`src/rtl/fdc_mode_seq.sv`:
```
module fdc_mode_seq (
  input  logic       clk,
  input  logic       rst_hw,
  input  logic       acc_stb,
  input  logic       acc_wr,
  input  logic [1:0] acc_reg,
  input  logic [7:0] ops_wdata,
  input  logic [1:0] unit_sel,
  input  logic       dma_req_in,
  input  logic       wcur_req,
  input  logic       slow_rate,
  output logic [1:0] mode,
  output logic       soft_rst,
  output logic       irq_oe,
  output logic       dma_oe,
  output logic       dma_req_q,
  output logic [3:0] ds_n,
  output logic       rwc_n
);
  localparam logic [1:0] M_HOLD = 2'd0;
  localparam logic [1:0] M_BASE = 2'd1;
  localparam logic [1:0] M_SPEC = 2'd2;
  localparam logic [1:0] M_AT   = 2'd3;
  localparam logic [1:0] REG_OPS = 2'b01;
  localparam logic [1:0] REG_CTL = 2'b10;
  localparam logic [7:0] PAT_MASK = 8'hB4;
  localparam logic [7:0] PAT_SPEC = 8'h80;
  localparam logic [7:0] PAT_AT   = 8'h00;

  logic [5:0] ops_q;
  logic       arm_spec, arm_at;
  logic       ops_wr, ctl_rd, hit_spec, hit_at;

  assign ops_wr   = acc_stb &  acc_wr & (acc_reg == REG_OPS);
  assign ctl_rd   = acc_stb & ~acc_wr & (acc_reg == REG_CTL);
  assign hit_spec = (ops_wdata & PAT_MASK) == PAT_SPEC;
  assign hit_at   = (ops_wdata & PAT_MASK) == PAT_AT;

  always_ff @(posedge clk or posedge rst_hw) begin
    if (rst_hw) begin
      mode     <= M_HOLD;
      ops_q    <= '0;
      arm_spec <= 1'b0;
      arm_at   <= 1'b0;
    end else begin
      if (ops_wr) begin
        ops_q    <= ops_wdata[5:0];
        arm_spec <= hit_spec;
        arm_at   <= hit_at;
      end else if (ctl_rd) begin
        arm_spec <= 1'b0;
        arm_at   <= 1'b0;
      end
      case (mode)
        M_HOLD:  if (acc_stb) mode <= ops_wr ? M_AT : M_BASE;
        M_BASE:  if (ops_wr) mode <= M_AT;
        M_SPEC:  if (ctl_rd && arm_at) mode <= M_AT;
        default: if (ctl_rd && arm_spec) mode <= M_SPEC;
      endcase
    end
  end

  logic [3:0] ds_dec_n;
  assign ds_dec_n = ~(4'b0001 << unit_sel);
  assign irq_oe   = (mode != M_HOLD);
  assign dma_oe   = (mode != M_HOLD);

  always_comb begin
    case (mode)
      M_HOLD: begin
        soft_rst  = 1'b1;
        dma_req_q = 1'b0;
        ds_n      = 4'b1111;
        rwc_n     = 1'b1;
      end
      M_BASE: begin
        soft_rst  = 1'b0;
        dma_req_q = dma_req_in;
        ds_n      = ds_dec_n;
        rwc_n     = ~wcur_req;
      end
      M_SPEC: begin
        soft_rst  = ~ops_q[2];
        dma_req_q = dma_req_in & ops_q[3];
        ds_n      = ds_dec_n;
        rwc_n     = ~wcur_req;
      end
      default: begin
        soft_rst  = ~ops_q[2];
        dma_req_q = dma_req_in & ops_q[3];
        ds_n      = ~{ops_q[5], ops_q[4], ops_q[1], ops_q[0]};
        rwc_n     = ~slow_rate;
      end
    endcase
  end
endmodule

```
`config.mk`:
```
export PLATFORM = sky130hd
export DESIGN_NAME = fdc_mode_seq
export DESIGN_NICKNAME = d
export VERILOG_FILES = /design/src/rtl/fdc_mode_seq.sv
export SDC_FILE = /design/constraint.sdc
export NUM_CORES = 1
export LEC_CHECK = 0
export ABC_CLOCK_PERIOD_IN_PS = 1800
export BUFFER_PORTS_ARGS = -buffer_cell sky130_fd_sc_hd__buf_2
export CAP_MARGIN = 10
export CORE_UTILIZATION = 44
export DETAILED_ROUTE_END_ITERATION = 12
export PLACE_DENSITY_LB_ADDON = 0.2
export SLEW_MARGIN = 20
export SYNTH_ARGS = -nofsm -noshare
export SYNTH_HDL_FRONTEND = slang
export SYNTH_SLANG_ARGS = --single-unit
export TNS_END_PERCENT = 30
```
`constraint.sdc`:
```
create_clock -name clk -period 1.8 [get_ports clk]
set_input_delay 0 -clock clk [delete_from_list [all_inputs] [get_ports clk]]
set_output_delay 0 -clock clk [all_outputs]
set_load 0.02 [all_outputs]
```
Word level (Yosys, flattened, before mapping)
Cells that the tools add are included.
{"block": "totals", "ff_bits": 10, "latch_bits": 0, "mem_bits_rw": 0, "mem_bits_ro": 0, "inputBits": 19, "out_inout_bits": 11, "elab_cells": 46, "n_memories": 0}
{"block": "op_classes", "n_addsub": 0, "n_mul": 0, "div": 0, "order_cmp": 0, "n_eq_ne": 8, "shift": 1, "n_mux": 13, "bitwise": 11, "n_reduce_logical": 9}
{"cell": "2-to-1 mux 2 bit", "n": 5}
{"cell": "logical NOT 8 bit", "n": 1}
{"cell": "NOT 4 bit", "n": 2}
{"cell": "case mux 4 bit (2 select lines)", "n": 1}
{"cell": "inequality test 2 bit (second input constant)", "n": 3}
{"cell": "case mux 1 bit (2 select lines)", "n": 3}
{"cell": "case mux 2 bit (3 select lines)", "n": 1}
{"cell": "bitwise AND 1 bit", "n": 5}
{"cell": "equality test 2 x 1 -> 1 bit (second input constant)", "n": 2}
{"cell": "equality test 2 bit (second input constant)", "n": 2}
{"cell": "equality test 4 bit (second input constant)", "n": 1}
{"cell": "NOT 1 bit", "n": 4}
{"cell": "AND reduction 4 bit", "n": 1}
{"cell": "nonzero test 2 bit", "n": 2}
{"cell": "nonzero test 4 bit", "n": 1}
{"cell": "left shift 1 x 2 -> 4 bit (first input constant)", "n": 1}
{"cell": "2-to-1 mux 1 bit", "n": 3}
{"cell": "logical AND 1 bit", "n": 2}
{"cell": "logical NOT 2 bit", "n": 1}
{"cell": "OR reduction 2 bit", "n": 1}

Depth between registers and ports, before layout
Gate-level depths: netlist (run 1).
{"block": "depth", "ltp_word": 6, "mapped_depth": 6, "mapped_depth_nobuf": 6}

Least setup slack after synthesis (run 1)
OpenSTA, ideal clock, no wires.
{"block": "synth_timing", "kind": "register to register", "startpoint": "reg mode[0]", "endpoint": "reg mode[1]", "setup_ns": 0.125, "arrival_time_ns": 1.855, "required_time_ns": 1.675, "setup_slack_ns": -0.180, "stages_incl_launch_ff": 7, "period_less_slack_ns": 1.980, "path_cell_list": "dfrtp_1 inv_1 ha_1 inv_1 o21bai_1 a221o_2 mux2_4"}
{"block": "synth_between", "elab_chain_len": 3, "elab_cells_between_ends": 9, "cone_classes": "eq/ne (5); mux (1); reduce/logical (3)"}
{"item": "start, declared", "line_no": "12", "source": "output logic [1:0] mode,"}
{"item": "start signal, assigned", "line_no": "55", "source": "M_HOLD: if (acc_stb) mode <= ops_wr ? M_AT : M_BASE;"}
{"item": "equality test 2 bit, or another cell as far along", "line_no": "54", "source": "case (mode)"}
{"item": "nonzero test 4 bit (no source line) or inequality test 2 bit (tied branches)"}
{"item": "AND reduction 4 bit (no source line)"}
Parallel ways exist; a longest one is shown, timed or not.
A chain may end at the register's enable or synchronous reset.

Final worst setup path (run 1)
{"block": "layout_timing", "startpoint": "reg mode[1]", "endpoint": "reg mode[1]"}
Same word-level chain as after synthesis.

==> metrics.yaml, run 1 <==
status: "complete, no violations"
worstPathMaxFanout: 5
fp.dieW_um: 39.8
final_max_slew_viol_count: 0
vias_per_cell: 5.28
finalSetupViolCount: 0
boundaryPins: 30
drv_cap: 0
met3_usage: 0.0511
drc: 0
p_leak_nw: 0.450
num_rows: 13
antenna_cells: 0
fillers: 118
path_class: "reg2reg"
die_y_um: 39.8
vias: 607
ys_warn_count: 0
worst_pin_slew_ns: 0.405
gp_congestion: 0.726
synthCells: 61
root_buffer: "clkbuf_4"
worstPathArrival_ns: 1.86
wl_per_cell_um: 12.5
grt.total_usage: 0.201
globalRoute.busiestLayer: "met2"
antenna_found_initial: 0
clk_transition_reported_paths_ns: 0.07
hold_path_class: "in2reg"
htree_levels: 1
design.core.area_mm2: 0.00132
grt_max_degree: 11
layout-drive-gt1-share: 0.490
fin_tns_setup_ns: 0
die_area_mm2: 0.00159
clock-sinks: 10
rsz0062_at_grt: "false"
synth_area_leaders: "dfrtp_1 40%, mux2_2 11%, ha_1 8.0%, o21ai_0 6.4%, a22oi_1 4.8%"
cts_tree: "done"
synth_area_um2: 629
post-route-period-util: 0.951
syn_area_per_cell_um2: 10.3
powerDensity_mw_per_mm2: 1590
grt_util_met2: 0.348
multi_input_area_um2: 340
grt_pass1_vias: 511
drtIter0Drc: 10
synth_top_area_frac: 0.398
cp.required_ns: 1.95
synthToLayoutAreaGrowth_pct: 43.9
hold_violations: 0
clock_path_buffers: 2
gr-usage-met1: 0.240
post-route-util: 0.688
end_kind: "register"
slew_headroom: 0.729
min_period_ns: 1.71
register_area_um2: 253
wl_um: 1440
syn-num-nets: 84
fin_nets: 124
dr.pass1.iters: 4
port-buffer-count: 28
post_cts_buffers: 0
start_util: 0.478
grt_pass1_wl_um: 2080
vdd.ir_drop.worst_mv: 0.877
dpl.hpwl_um: 1060
gr-total-overflow: 0
max_freq_mhz: 584
cts-buffers-inserted: 3
total_power_mw: 1.44
ys_types: 23
start_kind: "register"
clk_latency_ns: 0.26
yosys.area.top_type: "dfrtp_1"
finalClockSkew_ns: 0.00685
ys_seq_area_frac: 0.398
ys_ff_latch: 10
ant_nets: 0
==> flip-flops by register name (all words and copies together), names as in the netlist <==
signal and flops:
arm_spec 1, mode 2, arm_at 1, ops_q 6
==> cell usage in the layout (no fill, tap or decap) <==
cell type	instances
buf_4	1
mux2_2	6
nor2b_1	1
a21oi_1	2
dlygate4sd3_1	8
nor2b_2	1
nor2_1	2
o21ai_0	8
a22oi_1	4
and4bb_4	1
a221o_2	1
buf_2	28
a31oi_1	1
ha_2	1
dfrtp_1	8
dfrtp_2	2
ha_1	3
a211oi_1	1
inv_1	7
inv_2	1
or4_1	1
a2111oi_2	1
o21bai_1	1
mux2i_1	1
clkbuf_4	3
nand3_2	1
nand2_1	3
clkbuf_8	1
mux2_4	1
==> layer usage <==
metal  up-vias  share of wire  wire, µm
li1        300              -         -
met1       287           0.45       644
met2        18           0.50       722
met3         2          0.039        56
met4         0         0.0084        12
met5         -              0         0
==> through the flow <==
stage / cells / setup slack [ns] / hold WS (ns) / instance area, µm²
2_1_floorplan: 61 / 0.0349 / -0.160 / 634
3_3_place_gp: 103 / 0.145 / 0.00205 / 790
3_5_place_dp: 103 / 0.0885 / 0.00518 / 790
4_1_cts: 115 / 0.0790 / 0.114 / 906
5_1_grt: 115 / 0.0116 / 0.154 / 906
6_report: 115 / 0.0883 / 0.120 / 906
==> cell type report <==
| cell class | count | share of cell area |
|---|---|---|
| timing repair buffer | 37 | 0.251 |
| tap | 15 | 0.0207 |
| clock buffer | 4 | 0.0401 |
| sequential | 10 | 0.279 |
| multi-input combinational | 41 | 0.376 |
| inverter | 8 | 0.0331 |
==> repair_timing <==
| action | in CTS | in global routing |
|---|---|---|
| gates resized for setup | 0 | 0 |
| endpoints found under the setup margin | 0 | 0 |
| hold buffers | 8 | 0 |
| hold endpoints to repair | 18 | 0 |
==> power by group <==
part	switching [mW]	internal, mW
combinational	0.525	0.383
clock	0.0795	0.123
sequential	0.0429	0.284
==> synth_stat cells, drive strengths merged <==
cell,number
o21bai,1
a21oi,2
a22oi,4
nand3,1
or4,1
a211oi,1
and4bb,1
clkbuf,1
o21ai,8
inv,8
dfrtp,10
a2111oi,1
buf,1
nor2b,2
a31oi,1
nand2,3
mux2,7
nor2,2
ha,4
mux2i,1
a221o,1
==> cell families (layout without fill, tap and decap cells) <==
group                      Yosys count  in the layout  share of synthesized area
and+or+nand+nor                     10             10                      0.107
adders and majority gates            4              4                     0.0795
buffers and inverters               10             49                     0.0656
AOI/OAI and AO/OA                   19             19                      0.203
muxes                                8              8                      0.147
DFF                                 10             10                      0.398
==> critical path: stages (launching register included) <==
cell      delay, ns
dfrtp_2        0.40
inv_1          0.07
ha_1           0.23
o21bai_1       0.17
a221o_2        0.42
mux2_4         0.30
==> worst paths after layout <==
kind / cells past startpoint / endpoint / slack [ns] / start
hold / removal: 4 / arm_at / 0.12 / acc_wr
min in group asynchronous: 3 / ops_q[1] / 0.26 / rst_hw
setup / recovery: 5 / mode[1] / 0.09 / mode[1]
hold reg to reg: 2 / arm_at / 0.48 / arm_at
max in group asynchronous: 3 / mode[0] / 1.23 / rst_hw
setup reg to reg: 5 / mode[1] / 0.09 / mode[1]
Power figures use the tool's default switching activity.
==> inputs of run 2 (changes only) <==
--- a/config.mk
+++ b/config.mk
@@ -11,6 +11,8 @@
 export CORE_UTILIZATION = 44
 export DETAILED_ROUTE_END_ITERATION = 12
 export PLACE_DENSITY_LB_ADDON = 0.2
+export RECOVER_POWER = 100
+export SKIP_LAST_GASP = 1
 export SLEW_MARGIN = 20
 export SYNTH_ARGS = -nofsm -noshare
 export SYNTH_HDL_FRONTEND = slang
==> metrics.yaml, run 2 (synthesized netlist as in run 1, its figures left out) <==
wl_per_cell_um: 12.4  # -0.42%
vdd.ir_drop.worst_mv: 0.855  # -2.6%
antenna_found_initial: 0  # unchanged
worst_pin_slew_ns: 0.403  # -0.00281 ns
path_buf_inv: 2  # +1
grt_max_degree: 11  # unchanged
reg.largest.list: "ops_q (6), mode (2)"
drtIter0Drc: 12  # +2
path_cells: "inv_1, ha_1, inv_2, o21bai_1, a221o_2, mux2_4"
max_stage_delay_ns: 0.42  # about the same
p_leak_nw: 0.431  # -4.4%
finalSetupViolCount: 0  # unchanged
max_freq_mhz: 582  # -0.38%
fin_nets: 124  # unchanged
layout-drive-gt1-share: 0.390  # -0.100
mostFrequentLayoutCell: "buf_2"
fillers: 125  # +5.9%
final_max_slew_viol_count: 0  # unchanged
crit_family: "compound AO/OA/AOI/OAI gates"
drc: 0  # unchanged
wl_um: 1430  # -0.42%
cts-buffers-inserted: 3  # unchanged
dpl.hpwl_um: 1060  # unchanged
grt_pass1_wl_um: 2080  # unchanged
cts_tree: "done"
hold_path_class: "in2reg"
vias: 601  # -0.99%
rsz0062_at_grt: "false"
layout.cells.non_filler: 115  # unchanged
ant_nets: 0  # unchanged
dr.pass1.iters: 4  # unchanged
cp.required_ns: 1.95  # about the same
post-place-ws_ns: 0.0885  # unchanged
end_kind: "register"
largest_register_ffs: 6  # unchanged
grt_pass1_vias: 511  # unchanged
synthToLayoutAreaGrowth_pct: 41.7
clk_latency_ns: 0.26  # about the same
status: "complete, no violations"
grt.total_usage: 0.201  # unchanged
root_buffer: "clkbuf_4"
top_register: "ops_q"
gr-total-overflow: 0  # unchanged
hold_violations: 0  # unchanged
dp.cells: 103  # unchanged
slew_headroom: 0.731  # +0.00188
worstPathArrival_ns: 1.87  # about the same
die_y_um: 39.8  # unchanged
clock-sinks: 10  # unchanged
post-route-period-util: 0.955  # +0.00362
clk_transition_reported_paths_ns: 0.07  # about the same
num_rows: 13  # unchanged
drv_cap: 0  # unchanged
die_area_mm2: 0.00159  # unchanged
path_class: "reg2reg"
worstPathMaxFanout: 4  # -1
worst_slack_ns: 0.0818  # -0.00651 ns
start_kind: "register"
vias_per_cell: 5.23  # -0.99%
powerDensity_mw_per_mm2: 1570  # -1.1%
most-common-layout-cells: "17 x buf_2, 9 x clkbuf_1, 8 x o21ai_0, 8 x dfrtp_1, 8 x dlygate4sd3_1"
htree_levels: 1  # unchanged
fp.dieW_um: 39.8  # unchanged
gp_congestion: 0.726  # unchanged
port-buffer-count: 28  # unchanged
slowest_stage: "a221o_2"
min_period_ns: 1.72  # +0.00651 ns
whs_ns: 0.120  # -0.000541 ns
design.core.area_mm2: 0.00132  # unchanged
fin_tns_setup_ns: 0  # unchanged
finalClockSkew_ns: 0.00686  # +0.0000161 ns
boundaryPins: 30  # unchanged
antenna_cells: 0  # unchanged
start_util: 0.478  # unchanged
post-route-util: 0.677  # -0.0104
clock_path_buffers: 2  # unchanged
-- run 2: what timing repair did --
action	4_1_cts	5_1_grt
hold buffers	8	0
buffers inserted	0	0
gates resized for setup	0	0
endpoints found under the hold margin	18	0
-- run 2: where the power goes --
group	total (mW)	leakage [nW]	switching (mW)	internal, mW
Clock	0.203	0.0210	0.0803	0.123
Sequential	0.327	0.120	0.0433	0.284
Combinational	0.870	0.290	0.529	0.342
Total	1.40	0.431	0.652	0.748
-- run 2: cell type report --
| class | instances | area (µm²) | area share |
|---|---|---|---|
| multi-input cells | 41 | 338 | 0.379 |
| flip-flops and latches | 10 | 253 | 0.283 |
| repair buffers | 37 | 216 | 0.243 |
| clock buffers | 4 | 36.3 | 0.0407 |
| inverters | 8 | 30.0 | 0.0337 |
| well taps | 15 | 18.8 | 0.0210 |
-- run 2: path summary, 6_finish.rpt --
| check | start | end | slack [ns] | cells past startpoint |
|---|---|---|---|---|
| hold / removal | acc_wr | arm_at | 0.12 | 4 |
| hold reg to reg | arm_at | arm_at | 0.48 | 2 |
| max in group asynchronous | rst_hw | mode[0] | 1.23 | 3 |
| min in group asynchronous | rst_hw | ops_q[1] | 0.26 | 3 |
| setup reg to reg | mode[0] | mode[1] | 0.08 | 6 |
| setup / recovery | mode[0] | mode[1] | 0.08 | 6 |
-- run 2: tightest hold or removal path, delay by kind of cell --
family / cells / cell delay [ns]
AO/OA/AOI/OAI: 2 / 0.17
buffers and inverters: 1 / 0.10
AND/OR/NAND/NOR: 1 / 0.06
-- run 2: metrics by stage --
step / instance area, µm² / power [mW]
finish: 892 / 1.40
global route: 892 / 1.51
CTS: 906 / 1.44
detailed placement: 790 / 1.23
global placement: 790 / 1.20
floorplan: 634 / 0.978
-- run 2: per-layer routing --
| metal | track usage | part of all wire | up-vias |
|---|---|---|---|
| li1 | - | - | 302 |
| met1 | 0.240 | 0.45 | 283 |
| met2 | 0.348 | 0.51 | 16 |
| met3 | 0.0511 | 0.037 | 0 |
| met4 | 0.0603 | 0 | 0 |
| met5 | 0 | 0 | - |
==> inputs of run 3 (changes only) <==
--- a/config.mk
+++ b/config.mk
@@ -8,7 +8,8 @@
 export ABC_CLOCK_PERIOD_IN_PS = 1800
 export BUFFER_PORTS_ARGS = -buffer_cell sky130_fd_sc_hd__buf_2
 export CAP_MARGIN = 10
-export CORE_UTILIZATION = 44
+export CORE_UTILIZATION = 46
+export CTS_BUF_LIST = sky130_fd_sc_hd__clkbuf_8
 export DETAILED_ROUTE_END_ITERATION = 12
 export PLACE_DENSITY_LB_ADDON = 0.2
 export RECOVER_POWER = 100
==> metrics.yaml, run 3 (synthesized netlist as in run 1, its figures left out) <==
status: "complete, no violations"
largest_register_ffs: 6  # unchanged
wl_um: 1380  # -3.6%
finalClockSkew_ns: 0.00190  # -0.00496 ns
synthToLayoutAreaGrowth_pct: 37.2
grt_max_degree: 11  # unchanged
reg.largest.list: "ops_q (6), mode (2)"
gr-total-overflow: 0  # unchanged
rrSetupSlack_ns: 0.10  # +0.02 ns
start_util: 0.531  # +0.0529
p_sw_uw: 646  # -0.93%
max_stage_delay_ns: 0.41  # about the same
r2r-end: "mode[1]"
clk_transition_reported_paths_ns: 0.05  # -0.02 ns
fillers: 85  # -32%
grt_pass1_vias: 531  # +3.9%
crit_family: "compound AO/OA/AOI/OAI gates"
drc: 0  # unchanged
max_freq_mhz: 589  # +1.1%
worstHoldStart: "ops_wdata[5]"
ant_nets: 0  # unchanged
num_rows: 12  # -1
drtIter0Drc: 12  # unchanged
cts_tree: "done"
vias: 581  # -3.3%
worstPathMaxFanout: 5  # +1
path_buf_inv: 1  # -1
hold_end: "ops_q[5]"
p_leak_nw: 0.412  # -4.4%
clock_path_buffers: 2  # unchanged
switching_share: 0.449  # -0.0163
postPlaceCellArea_um2: 781  # -1.1%
worst-r2r-cell-count: 5  # -1
die_area_mm2: 0.00152  # -4.1%
rsz0062_at_grt: "false"
post-route-period-util: 0.944  # -0.0107
die_y_um: 39.0  # -2.1%
start_kind: "register"
drv_cap: 0  # unchanged
final_max_slew_viol_count: 0  # unchanged
path_cells: "inv_1, ha_1, o21bai_1, a221o_2, mux2_1"
finalSetupViolCount: 0  # unchanged
grt.total_usage: 0.208  # +0.00660
cp-startpoint: "mode[1]"
finalInstanceArea_um2: 863  # -3.2%
vdd.ir_drop.worst_mv: 1.12  # +31%
wl_per_cell_um: 12.5  # +0.82%
slew_headroom: 0.732  # about the same
dr.pass1.iters: 2  # -2
hold_path_class: "in2reg"
fp.dieW_um: 39.0  # -2.1%
power_frac_comb: 0.577  # -0.044
fin_tns_setup_ns: 0  # unchanged
gp_congestion: 0.787  # +8.3%
root_buffer: "clkbuf_8"
port-buffer-count: 28  # unchanged
antenna_found_initial: 0  # unchanged
most-common-layout-cells: "19 x buf_2, 9 x clkbuf_1, 8 x o21ai_0, 8 x dfrtp_1, 7 x inv_1"
cp.required_ns: 1.92  # -0.03 ns
slowest_stage: "a221o_2"
whs_path_depth: 2  # -2
layout-drive-gt1-share: 0.375  # -0.0150
path_class: "reg2reg"
ctsResizeCount: 0  # unchanged
cts-buffers-inserted: 3  # unchanged
vias_per_cell: 5.28  # +1.1%
powerDensity_mw_per_mm2: 1670  # +6.1%
boundaryPins: 30  # unchanged
grt_pass1_wl_um: 2090  # +0.67%
top_register: "ops_q"
antenna_cells: 0  # unchanged
clock-sinks: 10  # unchanged
power_frac_clock: 0.196  # +0.051
htree_levels: 1  # unchanged
seqPwrFrac: 0.227  # -0.007
min_period_ns: 1.70  # -0.0192 ns
worstPathArrival_ns: 1.82  # -0.05 ns
end_kind: "register"
dpl.hpwl_um: 999  # -5.5%
fin_nets: 120  # -3.2%
p_int_uw: 791  # +5.8%
hold_violations: 0  # unchanged
r2r-start: "mode[1]"
design.core.area_mm2: 0.00119  # -10%
mostFrequentLayoutCell: "buf_2"
worst_pin_slew_ns: 0.402  # -0.000964 ns
clk_latency_ns: 0.23  # -0.03 ns
-- run 3: cell count changes in the layout (fill, tap and decap cells not counted), sizes merged --
cell / delta
buf: +1
clkbuf: -2
dlygate4sd3: -3
-- run 3: layout make-up --
| cell class | instances | area [µm²] | area share |
|---|---|---|---|
| multi-input combinational | 41 | 329 | 0.381 |
| sequential | 10 | 253 | 0.293 |
| timing repair buffer | 33 | 179 | 0.207 |
| clock buffer | 4 | 55.1 | 0.0638 |
| inverter | 8 | 30.0 | 0.0348 |
| tap | 14 | 17.5 | 0.0203 |
-- run 3: worst max path at each step --
stage / slack, ns / endpoint / cells after the start
final: 0.10 / mode[1] / 5
after global routing: 0.02 / mode[1] / 5
after CTS: 0.1 / mode[1] / 5
after detailed placement: 0.11 / mode[1] / 5
after global placement: 0.13 / mode[1] / 5
after floorplan: 0.03 / mode[1] / 6
-- run 3: per-layer routing --
layer | track usage | vias to the layer above | share of wire
met4 | 0.0776 | 0 | 0.0058
met2 | 0.358 | 16 | 0.50
met5 | 0 | - | 0
met3 | 0.0520 | 2 | 0.047
met1 | 0.245 | 273 | 0.44
li1 | - | 290 | -
-- run 3: what timing repair did --
action                     CTS  global route
hold endpoints to repair    14             0
hold buffers                 5             0
buffers inserted             0             0
setup endpoints to repair    0             0
-- run 3: per-stage QoR --
step / instances / utilization / setup slack [ns] / hold WS, ns / total power [mW]
after floorplan: 61 / - / 0.0349 / -0.160 / 0.978
after global placement: 101 / 0.658 / 0.129 / -0.00340 / 1.19
after detailed placement: 101 / 0.658 / 0.105 / 0.00440 / 1.20
after CTS: 110 / 0.747 / 0.0982 / 0.00694 / 1.50
after global routing: 110 / 0.728 / 0.0242 / 0.0197 / 1.54
final: 110 / 0.728 / 0.101 / 0.0115 / 1.44
-- run 3: power groups by stage --
| stage | registers, mW | logic [mW] | clock network (mW) |
|---|---|---|---|
| 2_1_floorplan | 0.348 | 0.631 | 0 |
| 3_3_place_gp | 0.328 | 0.859 | 0 |
| 3_5_place_dp | 0.330 | 0.874 | 0 |
| 4_1_cts | 0.326 | 0.888 | 0.290 |
| 5_1_grt | 0.333 | 0.909 | 0.300 |
| 6_report | 0.326 | 0.829 | 0.282 |
